==> src/rtl/leg_seq_pkg.sv <==
package leg_seq_pkg;

    typedef enum logic [2:0] {
        ST_OFF,
        ST_UP,
        ST_UP_IN,
        ST_MID,
        ST_LO_IN,
        ST_LO
    } leg_state_t;

    typedef enum logic [1:0] {
        TGT_OFF,
        TGT_UP,
        TGT_LO,
        TGT_BAD
    } leg_target_t;

endpackage

==> src/rtl/leg_target_decode.sv <==
module leg_target_decode
    import leg_seq_pkg::*;
(
    input  logic        cmd_hi,
    input  logic        cmd_lo,
    output leg_target_t tgt
);

    always_comb begin
        unique case ({cmd_hi, cmd_lo})
            2'b10:   tgt = TGT_UP;
            2'b01:   tgt = TGT_LO;
            2'b11:   tgt = TGT_BAD;
            default: tgt = TGT_OFF;
        endcase
    end

endmodule

==> src/rtl/leg_dwell_timer.sv <==
module leg_dwell_timer #(
    parameter int DWELL = 4
) (
    input  logic clk,
    input  logic rst,
    input  logic moved,
    output logic ready
);

    localparam int CW = (DWELL > 1) ? $clog2(DWELL) : 1;
    localparam logic [CW-1:0] RELOAD = CW'(DWELL - 1);

    logic [CW-1:0] cnt_q;

    always_ff @(posedge clk) begin
        if (rst) begin
            cnt_q <= '0;
        end else if (moved) begin
            cnt_q <= RELOAD;
        end else if (cnt_q != '0) begin
            cnt_q <= cnt_q - CW'(1);
        end
    end

    assign ready = (cnt_q == '0);

endmodule

==> src/rtl/leg_step_fsm.sv <==
module leg_step_fsm
    import leg_seq_pkg::*;
(
    input  leg_state_t  state_q,
    input  leg_target_t tgt,
    input  logic        ready,
    input  logic        sim,
    output leg_state_t  state_d
);

    always_comb begin
        state_d = state_q;
        if (tgt == TGT_BAD || !ready) begin
            state_d = state_q;
        end else if (sim) begin
            unique case (tgt)
                TGT_UP:  state_d = ST_UP;
                TGT_LO:  state_d = ST_LO;
                default: state_d = ST_OFF;
            endcase
        end else begin
            unique case (state_q)
                ST_OFF: begin
                    if (tgt == TGT_UP)      state_d = ST_UP_IN;
                    else if (tgt == TGT_LO) state_d = ST_LO_IN;
                    else                    state_d = ST_OFF;
                end
                ST_UP: begin
                    state_d = (tgt == TGT_UP) ? ST_UP : ST_UP_IN;
                end
                ST_UP_IN: begin
                    if (tgt == TGT_UP)      state_d = ST_UP;
                    else if (tgt == TGT_LO) state_d = ST_MID;
                    else                    state_d = ST_OFF;
                end
                ST_MID: begin
                    state_d = (tgt == TGT_LO) ? ST_LO_IN : ST_UP_IN;
                end
                ST_LO_IN: begin
                    if (tgt == TGT_LO)      state_d = ST_LO;
                    else if (tgt == TGT_UP) state_d = ST_MID;
                    else                    state_d = ST_OFF;
                end
                ST_LO: begin
                    state_d = (tgt == TGT_LO) ? ST_LO : ST_LO_IN;
                end
                default: state_d = ST_OFF;
            endcase
        end
    end

endmodule

==> src/rtl/leg_gate_sequencer.sv <==
module leg_gate_sequencer
    import leg_seq_pkg::*;
#(
    parameter int DWELL = 4
) (
    input  logic       clk,
    input  logic       rst,
    input  logic       cmd_hi,
    input  logic       cmd_lo,
    input  logic       sim_req,
    output logic [3:0] gate_en,
    output logic       sim_active,
    output logic       cmd_fault
);

    leg_state_t  state_q;
    leg_state_t  state_d;
    leg_target_t tgt;
    logic        ready;
    logic        mode_q;
    logic        fault_q;
    logic        eff_sim;

    // The mode may only be swapped while the whole leg is off.
    assign eff_sim = (state_q == ST_OFF) ? sim_req : mode_q;

    leg_target_decode u_dec (
        .cmd_hi (cmd_hi),
        .cmd_lo (cmd_lo),
        .tgt    (tgt)
    );

    leg_dwell_timer #(.DWELL(DWELL)) u_tmr (
        .clk   (clk),
        .rst   (rst),
        .moved (state_d != state_q),
        .ready (ready)
    );

    leg_step_fsm u_fsm (
        .state_q (state_q),
        .tgt     (tgt),
        .ready   (ready),
        .sim     (eff_sim),
        .state_d (state_d)
    );

    // State register
    always_ff @(posedge clk) begin
        if (rst) begin
            state_q <= ST_OFF;
            mode_q  <= sim_req;
            fault_q <= 1'b0;
        end else begin
            state_q <= state_d;
            mode_q  <= eff_sim;
            fault_q <= (tgt == TGT_BAD);
        end
    end

    // Outputs decoded from the registered state
    always_comb begin
        unique case (state_q)
            ST_UP:    gate_en = 4'b0011;
            ST_UP_IN: gate_en = 4'b0010;
            ST_MID:   gate_en = 4'b0110;
            ST_LO_IN: gate_en = 4'b0100;
            ST_LO:    gate_en = 4'b1100;
            default:  gate_en = 4'b0000;
        endcase
    end

    assign sim_active = mode_q;
    assign cmd_fault  = fault_q;

endmodule

==> config.mk <==
export PLATFORM = sky130hd
export DESIGN_NAME = leg_gate_sequencer
export DESIGN_NICKNAME = d
export VERILOG_FILES = /design/src/rtl/leg_seq_pkg.sv /design/src/rtl/leg_target_decode.sv /design/src/rtl/leg_dwell_timer.sv /design/src/rtl/leg_step_fsm.sv /design/src/rtl/leg_gate_sequencer.sv
export SDC_FILE = /design/constraint.sdc
export NUM_CORES = 1
export LEC_CHECK = 0
export ABC_AREA = 1
export BUFFER_PORTS_ARGS = -buffer_cell sky130_fd_sc_hd__buf_4
export CORE_AREA = 2 2 45 47
export CTS_CLUSTER_DIAMETER = 60
export DETAILED_ROUTE_END_ITERATION = 7
export DIE_AREA = 0 0 47 49
export GPL_ROUTABILITY_DRIVEN = 1
export SYNTH_ARGS = -nofsm -noshare
export SYNTH_HDL_FRONTEND = slang
export SYNTH_SLANG_ARGS = --single-unit
==> constraint.sdc <==
create_clock -name clk -period 1.4 [get_ports clk]
set_input_delay 0.07 -clock clk [delete_from_list [all_inputs] [get_ports clk]]
set_output_delay 0.07 -clock clk [all_outputs]
set_load 0.005 [all_outputs]
Word-level counts from Yosys, hierarchy flattened
Index checks and enable logic that the tools add are counted.

$add $sub $neg: 1. Equality and inequality tests: 12. Mux-type cells: 19. Reduce and logical (&&, ||, !) cells: 6.

Operator list (count): 3-bit two-way mux (7); 4-bit case mux with 5 select lines (1); 3-bit case mux with 6 select lines (1); 2-bit two-way mux (5); 2-bit equality test, second input constant (4); 3-bit by 2-bit equality test with 1-bit output, second input constant (2); 3-bit equality test, second input constant (2); 2-bit case mux with 3 select lines (1); 3-bit case mux with 2 select lines (1); 2-bit by 1-bit equality test with 1-bit output, second input constant (2); 2-bit nonzero test (2); 3-bit by 1-bit equality test with 1-bit output, second input constant (1); 3-bit logical NOT (1); 1-bit two-way mux (3); 3-bit != test (1); 2-bit logical NOT (1); 2-bit by 1-bit subtractor with 2-bit output, second input constant (1); 1-bit logical NOT (1); 1-bit logical OR (1).

Register bits after elaboration: 7. Input port bits: 5. Output and inout port bits: 6. Logic and storage cells: 42.

Longest topological paths before layout
Gate-level depths: netlist of run 1.

Depth after elaboration: 10. Depth in mapped cells: 14.

Modules after synthesis
Synthesis of run 1 repeated with hierarchy kept, for this count alone.

Cell total of the unflattened synthesis: 114. Area total of the unflattened synthesis: 689.4 um2.

By module, submodules not included: leg_gate_sequencer (instances 1, cells each 42, area each 291.5 um2); leg_step_fsm (instances 1, cells each 51, area each 276.5 um2); leg_dwell_timer (instances 1, cells each 19, area each 113.9 um2); leg_target_decode (instances 1, cells each 2, area each 7.5 um2).

Worst setup path before layout of run 1
No wires, ideal clock.

Kind: register -> register. Start point: reg u_tmr.cnt_q[0]. End point: reg u_tmr.cnt_q[1]. Setup time: 109 ps. Data arrival time: 1361 ps. Data required time: 1291 ps. Setup slack: -69 ps. Stages on the path, launching flop included: 14. Clock period less this slack: 1469 ps. Cell sequence: dfxtp_1 -> inv_1 -> ha_1 -> inv_1 -> nor2_8 -> inv_1 -> nor2_2 -> nand2_1 -> nand3_1 -> nand2_1 -> nor2_2 -> nand3_1 -> nand2_1 -> inv_1.

Word-level cells in the longest chain between the ends: 6. Elaborated cells on any way between the ends: 10. Classes of those cells: add/sub (1); eq/ne (1); mux (3); reduce/logical (5).

Ends and longest elaborated chain: from (decl) (RTL line leg_dwell_timer.sv:13) `logic [CW-1:0] cnt_q;`; from (signal assigned) (RTL line leg_dwell_timer.sv:21) `cnt_q <= cnt_q - CW'(1);`; 2-bit logical NOT (RTL line leg_dwell_timer.sv:25) `assign ready = (cnt_q == '0);`; 1-bit logical NOT (RTL line leg_step_fsm.sv:13) `if (tgt == TGT_BAD || !ready) begin`; 1-bit logical OR (RTL line leg_step_fsm.sv:13); 3-bit two-way mux (RTL line leg_step_fsm.sv:13); 3-bit != test (RTL line leg_gate_sequencer.sv:36) `.moved (state_d != state_q),`; 2-bit two-way mux or 2-bit nonzero test (tied branches).

Several ways; a longest one is shown, not always the timed one. The select of a mux whose other input is x is not followed. A chain may end at the register's enable or synchronous reset.

Worst setup path after layout of run 1
Start point: reg state_q[1]. End point: reg u_tmr.cnt_q[0].

Word-level cells in the longest chain between the ends: 6. Elaborated cells on any way between the ends: 13. Classes of those cells: eq/ne (6); mux (5); reduce/logical (2).

Ends and longest elaborated chain: from (decl) (RTL line leg_gate_sequencer.sv:16) `leg_state_t state_q;`; from (signal assigned) (RTL line leg_gate_sequencer.sv:55) `state_q <= state_d;`; 3-bit equality test (tied with other cells) (RTL line leg_step_fsm.sv:22) `unique case (state_q)`; 3-bit case mux with 6 select lines or 1-bit two-way mux (tied branches) (RTL line leg_step_fsm.sv:22, leg_gate_sequencer.sv:25); 3-bit two-way mux (RTL line leg_step_fsm.sv:15) `end else if (sim) begin`; 3-bit two-way mux (RTL line leg_step_fsm.sv:13); 3-bit != test * (RTL line leg_gate_sequencer.sv:36); 2-bit two-way mux or 2-bit nonzero test (tied branches).

Every way passes the cells marked *; elsewhere a longest branch is shown, timed or not.

==> impl_metrics.py, run 1 <==
metrics = {
    "run_status": {
        "status": "finished, violations left",
        "violations": "negative setup slack",
    },
    "route": {
        "viasPerCell": 4.49,
        "routed_wire_length_per_instance_um": 10.4,
        "drt_wl_total_um": 1780,
        "firstDrtPassIters": 4,
        "routed-via-count": 767,
        "antenna_left": 0,
        "first_iter_violations": 24,
        "drc": 0,
    },
    "global_route": {
        "grt_overflow": 0,
        "track_usage": 0.181,
        "grt_pass1_vias": 721,
        "grt_max_degree": 11,
        "grt_pass1_wl_um": 2990,
        "antenna_found_initial": 0,
    },
    "setup_path": {
        "critPathCaptureType": "flip-flop",
        "worstPathArrival_ns": 1.66,
        "start_kind": "flip-flop",
        "crit_type": "flip-flop to flip-flop",
        "reg2regPathDepth": 10,
        "reg2reg_slack_ns": -0.11,
        "critical_path_required_ns": 1.55,
        "worstPathMaxFanout": 6,
    },
    "timing": {
        "fin_skew_ns": 0.00702,
        "tightest_slew_ns": 0.261,
        "rsz0062_at_grt": "yes",
        "min_period_over_period": 1.08,
        "holdWs_ns": 0.117,
        "hold_viol_final": 0,
        "max_freq_ghz": 0.664,
        "maxSlewHeadroom": 0.826,
        "finalSetupViolations": 5,
        "postLayoutSetupSlackWorst_ns": -0.105,
        "final_max_slew_viol_count": 0,
        "min_period_ns": 1.51,
    },
    "yosys": {
        "yosys.area.top_type_share": 0.200,
        "synth_flop_cell": "dfxtp_1",
        "avgSynthCellArea_um2": 6.56,
        "synth_most_common_cell": "nand2_1",
        "ys_seq_area_frac": 0.200,
        "ys_top_cells_by_area": "dfxtp_1 (20%), ha_1 (14%), nand2_1 (12%)",
        "synth_cells": 107,
        "ys_ff_latch": 7,
        "yosys-top-cells-count": "nand2_1 (23), inv_1 (21), nand3_1 (13)",
        "synth-edff-count": 0,
        "yosys_warnings": 0,
        "synth_nets": 120,
        "async_flop_share": 0,
        "yosysTopAreaCell": "dfxtp_1",
        "ys_types": 20,
        "syn_area_um2": 702,
    },
    "power_and_ir_drop": {
        "total_power_uw": 1770,
        "vdd.ir_drop.worst_mv": 1.12,
        "powerDensity_mw_per_mm2": 1650,
        "leakagePower_uw": 0.000577,
    },
    "placed_design": {
        "dp_hpwl_um": 1330,
        "gp_congestion": 0.872,
        "port_buffers": 10,
    },
    "finish": {
        "final_nets": 158,
        "area.growth.synth_to_final_pct": 52.9,
        "layout-drive-gt1-share": 0.444,
        "num_antenna_cells": 0,
    },
    "hold_path": {
        "hold-path-cell-count": 3,
        "hold_class": "primary input to flip-flop",
    },
    "clocking": {
        "clk_pin_slew_worst_paths_ns": 0.06,
        "htreeDepth": 1,
        "cts_buffers": 3,
        "clock_sinks": 7,
        "worstSkewPairLatency_ns": 0.26,
        "cts_tree": "built",
        "root_buffer": "clkbuf_4",
        "clock_path_buffers": 2,
    },
    "floorplanning": {
        "fp.dieW_um": 47,
        "io_pins": 11,
        "die_area_mm2": 0.00230,
        "die_h_um": 49,
        "core_area_mm2": 0.00184,
        "start_util": 0.381,
        "rows": 16,
    },
    "job": {
        "cap_violations": 0,
    },
}
-- worst max-delay path, cell delays in order (launching register included) --
cell	delay (ns)
dfxtp_4	0.37
ha_2	0.21
nand3b_1	0.18
nor2_2	0.13
nand2_1	0.08
nand3_1	0.07
nand2_1	0.07
nor2_2	0.12
nand3_1	0.07
nand2_1	0.06
inv_1	0.03
-- stage by stage --
| step | setup WS (ns) | area (um^2) | std cells | setup TNS, ns | util |
|---|---|---|---|---|---|
| 2_1_floorplan | 0.00198 | 718 | 107 | 0 | - |
| 3_3_place_gp | -0.131 | 947 | 160 | -0.255 | 0.514 |
| 3_5_place_dp | -0.187 | 947 | 160 | -0.367 | 0.514 |
| 4_1_cts | -0.111 | 1040 | 168 | -0.434 | 0.565 |
| 5_1_grt | -0.236 | 1070 | 171 | -1.04 | 0.583 |
| 6_report | -0.105 | 1070 | 171 | -0.400 | 0.583 |
-- power by group --
group / internal [uW] / switching (uW) / total (uW)
Clock: 109 / 79.0 / 188
Sequential: 270 / 71.2 / 341
Combinational: 635 / 603 / 1240
-- repair_timing --
action	CTS	global route
hold endpoints to repair	2	0
pin swaps	4	3
hold buffers	2	0
buffers inserted	2	3
endpoints found under the setup margin	6	7
resized for setup	9	4
-- worst paths after layout --
path / start / to
worst max-delay path: state_q[1] / u_tmr.cnt_q[0]
worst max register to register: state_q[1] / u_tmr.cnt_q[0]
worst min-delay path: sim_req / sim_active
worst min register to register: state_q[2] / state_q[2]
-- flip-flops by register name, indices dropped and copies added, names as in the netlist --
register,cells
cmd_fault,1
u_tmr.cnt_q,2
sim_active,1
state_q,3
-- cells in the final DEF (no fill, tap or decap) --
master,netlist,routed
o21ai_2,1,1
xor2_1,1,1
dfxtp_4,0,3
ha_2,0,1
dlygate4sd3_1,0,2
nand3_4,0,1
o21ai_0,4,4
nand4_1,2,2
buf_4,0,31
nor2_8,1,1
inv_2,2,4
nand4_2,1,1
inv_1,21,17
dfxtp_1,7,4
clkbuf_1,0,1
a21oi_1,3,3
nand3b_1,1,1
nand2_1,23,23
nor2_4,1,1
nor2_1,5,5
ha_1,8,5
ha_4,0,2
nor2_2,4,4
clkbuf_4,0,3
inv_4,0,1
nand2_2,6,6
nand3_1,13,12
inv_6,0,1
or2_2,1,1
nand3_2,2,2
-- cell type report --
class | instances | area (um^2)
Multi-Input combinational cell | 77 | 515
Fill cell | 177 | 768
Sequential cell | 7 | 151
Tap cell | 27 | 33.8
Timing Repair Buffer | 33 | 253
Clock buffer | 4 | 26.3
Inverter | 23 | 93.8
-- cell families (layout without fill, tap and decap cells) --
kind of cell / count (synthesis) / in the layout / share of synthesized area
adders and majority gates: 8 / 8 / 0.143
and+or+nand+nor: 60 / 60 / 0.460
AOI/OAI and AO/OA: 8 / 8 / 0.0624
DFF: 7 / 7 / 0.200
xor gates and xnor gates: 1 / 1 / 0.0125
buffers and inverters: 23 / 60 / 0.123
-- metal layers --
layer	part of all wire	GRT usage	up-vias
met1	0.41	0.202	339
met5	0	0	-
met2	0.55	0.320	17
li1	-	-	409
met4	0.0051	0.0556	0
met3	0.040	0.0444	2
No activity file was read; power rests on OpenSTA's default activity.
==> run 2, diff against run 1 <==
--- a/config.mk
+++ b/config.mk
@@ -7,11 +7,12 @@
 export LEC_CHECK = 0
 export ABC_AREA = 1
 export BUFFER_PORTS_ARGS = -buffer_cell sky130_fd_sc_hd__buf_4
-export CORE_AREA = 2 2 45 47
+export CORE_AREA = 2 2 41 43
 export CTS_CLUSTER_DIAMETER = 60
 export DETAILED_ROUTE_END_ITERATION = 7
-export DIE_AREA = 0 0 47 49
+export DIE_AREA = 0 0 43 45
 export GPL_ROUTABILITY_DRIVEN = 1
+export PLACE_DENSITY = 0.71
 export SYNTH_ARGS = -nofsm -noshare
 export SYNTH_HDL_FRONTEND = slang
 export SYNTH_SLANG_ARGS = --single-unit
==> run 2 against run 1 <==
Compared with the run above: the run still ends with negative setup slack left; final cell count shrank 2.9%; first-iteration DRC count grew 58%; fmax shrank 5.6%; utilization increased by 22 points; routed wire length up 36%; via count increased by 17%; worst setup slack got worse by 0.089 ns; register-to-register slack got worse by 0.09 ns; global-route usage grew 7.1 points; critical endpoint unchanged; largest power group unchanged.
==> impl_metrics.py, run 2 (synthesized netlist as in run 1, its figures left out) <==
metrics = {
    "run_status": {
        "status": "finished, violations left",
        "violations": "negative setup slack",
    },
    "route": {
        "antenna_left": 0,
        "wl_met3_um": 211,
        "drt_wl_total_um": 2420,
        "firstDrtPassIters": 5,
        "route.met2.wl_um": 1110,
        "met1Wirelength_um": 998,
        "routed-via-count": 899,
        "top_layer": "met4",
        "drc": 0,
        "routed_wire_length_per_instance_um": 14.6,
        "first_iter_violations": 38,
        "viasPerCell": 5.42,
    },
    "power_and_ir_drop": {
        "p_comb_frac": 0.723,
        "vdd.ir_drop.worst_mv": 1.23,
        "powerDensity_mw_per_mm2": 1680,
        "p_seq_frac": 0.182,
        "p_int_uw": 1090,
        "clkPwrFrac": 0.095,
        "switchingPower_uw": 909,
        "leakagePower_uw": 0.000618,
        "swShare": 0.455,
        "total_power_uw": 2000,
    },
    "setup_path": {
        "critical_path_required_ns": 1.56,
        "worstPathMaxFanout": 6,
        "crit_type": "flip-flop to flip-flop",
        "reg2regPathDepth": 12,
        "critPathCaptureType": "flip-flop",
        "worstPathArrival_ns": 1.75,
        "start_kind": "flip-flop",
    },
    "finish": {
        "largest_reg_flops": 3,
        "layout_common_cells": "buf_4 (32), nand2_1 (19), inv_1 (15), nand3_1 (8), nand2_2 (8)",
        "layout.cells.non_filler": 166,
        "top_regs": "state_q: 3 flops, u_tmr.cnt_q: 2 flops",
        "num_antenna_cells": 0,
        "fillers": 95,
        "final_common_cell": "buf_4",
        "ff_latch_area_um2": 151,
        "area.growth.synth_to_final_pct": 69.3,
        "final_nets": 164,
        "multiInputGateArea_um2": 576,
        "layout-drive-gt1-share": 0.560,
        "top_register": "state_q",
    },
    "floorplanning": {
        "fp.dieW_um": 43,
        "start_util": 0.477,
        "rows": 14,
        "core_area_mm2": 0.00147,
        "die_h_um": 45,
        "die_area_mm2": 0.00194,
        "io_pins": 11,
    },
    "job": {
        "cap_violations": 0,
    },
    "timing": {
        "min_period_over_period": 1.14,
        "postLayoutSetupSlackWorst_ns": -0.195,
        "hold_viol_final": 0,
        "max_freq_ghz": 0.627,
        "rsz0062_at_grt": "yes",
        "final_max_slew_viol_count": 0,
        "finalSetupViolations": 6,
        "holdWs_ns": 0.143,
        "maxSlewHeadroom": 0.850,
        "tightest_slew_ns": 0.224,
        "fin_skew_ns": 0.000964,
        "min_period_ns": 1.59,
    },
    "placed_design": {
        "port_buffers": 10,
        "placed_cells": 152,
        "dp_slack_ns": -0.111,
        "dp_hpwl_um": 1280,
        "gp_congestion": 0.841,
    },
    "clocking": {
        "root_buffer": "clkbuf_4",
        "clock_sinks": 7,
        "cts_tree": "built",
        "clock_path_buffers": 2,
        "cts_buffers": 3,
        "worstSkewPairLatency_ns": 0.26,
        "clk_pin_slew_worst_paths_ns": 0.05,
        "htreeDepth": 1,
    },
    "global_route": {
        "grt_pass1_wl_um": 3570,
        "track_usage": 0.251,
        "grt_max_degree": 9,
        "grt_pass1_vias": 824,
        "antenna_found_initial": 0,
        "grt_overflow": 0,
    },
    "hold_path": {
        "hold-path-cell-count": 4,
        "hold_class": "primary input to flip-flop",
    },
}
run 2: cell types whose count changed in the layout (fill, tap and decap cells not counted), moves of 2 or more:
| cell | delta |
|---|---|
| nand2_1 | -4 |
| inv_1 | -2 |
| nand2_4 | +2 |
| nand3_2 | +4 |
| nor2_1 | -2 |
| nand3_1 | -4 |
| buf_6 | +5 |
| nand2_2 | +2 |
run 2: power groups by stage:
stage	Clock, uW	Combinational, uW	Sequential (uW)
floorplan	0	688	325
global placement	0	1070	332
detailed placement	0	1090	334
CTS	196	1250	348
global route	209	1560	369
finish	189	1450	363
run 2: final cells by class:
class,instances,share of cell area
Inverter,23,0.0832
Tap cell,16,0.0168
Sequential cell,7,0.127
Timing Repair Buffer,39,0.266
Clock buffer,4,0.0221
Multi-Input combinational cell,77,0.484
run 2: worst paths after layout:
kind	start	to	slack (ns)
worst min-delay path	rst	u_tmr.cnt_q[1]	0.14
worst max register to register	state_q[0]	u_tmr.cnt_q[0]	-0.19
worst min register to register	u_tmr.cnt_q[1]	u_tmr.cnt_q[1]	0.63
worst max-delay path	state_q[0]	u_tmr.cnt_q[0]	-0.19
run 2: timing repair:
| item | CTS | global route |
|---|---|---|
| gates resized for setup | 24 | 15 |
| hold buffers | 2 | 0 |
| setup endpoints to repair | 6 | 7 |
| pin swaps | 10 | 12 |
| buffers inserted | 7 | 2 |
| hold endpoints to repair | 2 | 0 |
run 2: worst max-delay path, cell delays in order (launching register included):
cell and delay, ns:
dfxtp_4 0.38, nor2_4 0.20, nand2_2 0.11, nand2_4 0.09
nand3b_1 0.10, nor2_2 0.12, nand2_1 0.10, nand3_2 0.08
nand2_2 0.05, nor2_2 0.09, nand3_1 0.08, nand2_1 0.06
inv_1 0.04
run 2: metal layers:
| layer | global-route usage | vias to the layer above |
|---|---|---|
| li1 | - | 419 |
| met1 | 0.291 | 398 |
| met2 | 0.418 | 64 |
| met3 | 0.0760 | 18 |
| met4 | 0.139 | 0 |
| met5 | 0 | - |
run 2: metrics by stage:
stage                     setup TNS, ns  area [um^2]   util
after CTS                        -0.191         1130  0.769
final                            -0.575         1190  0.808
after floorplan                       0          718      -
after detailed placement         -0.219          956  0.650
after global placement           -0.192          956  0.650
after global routing             -0.962         1190  0.808
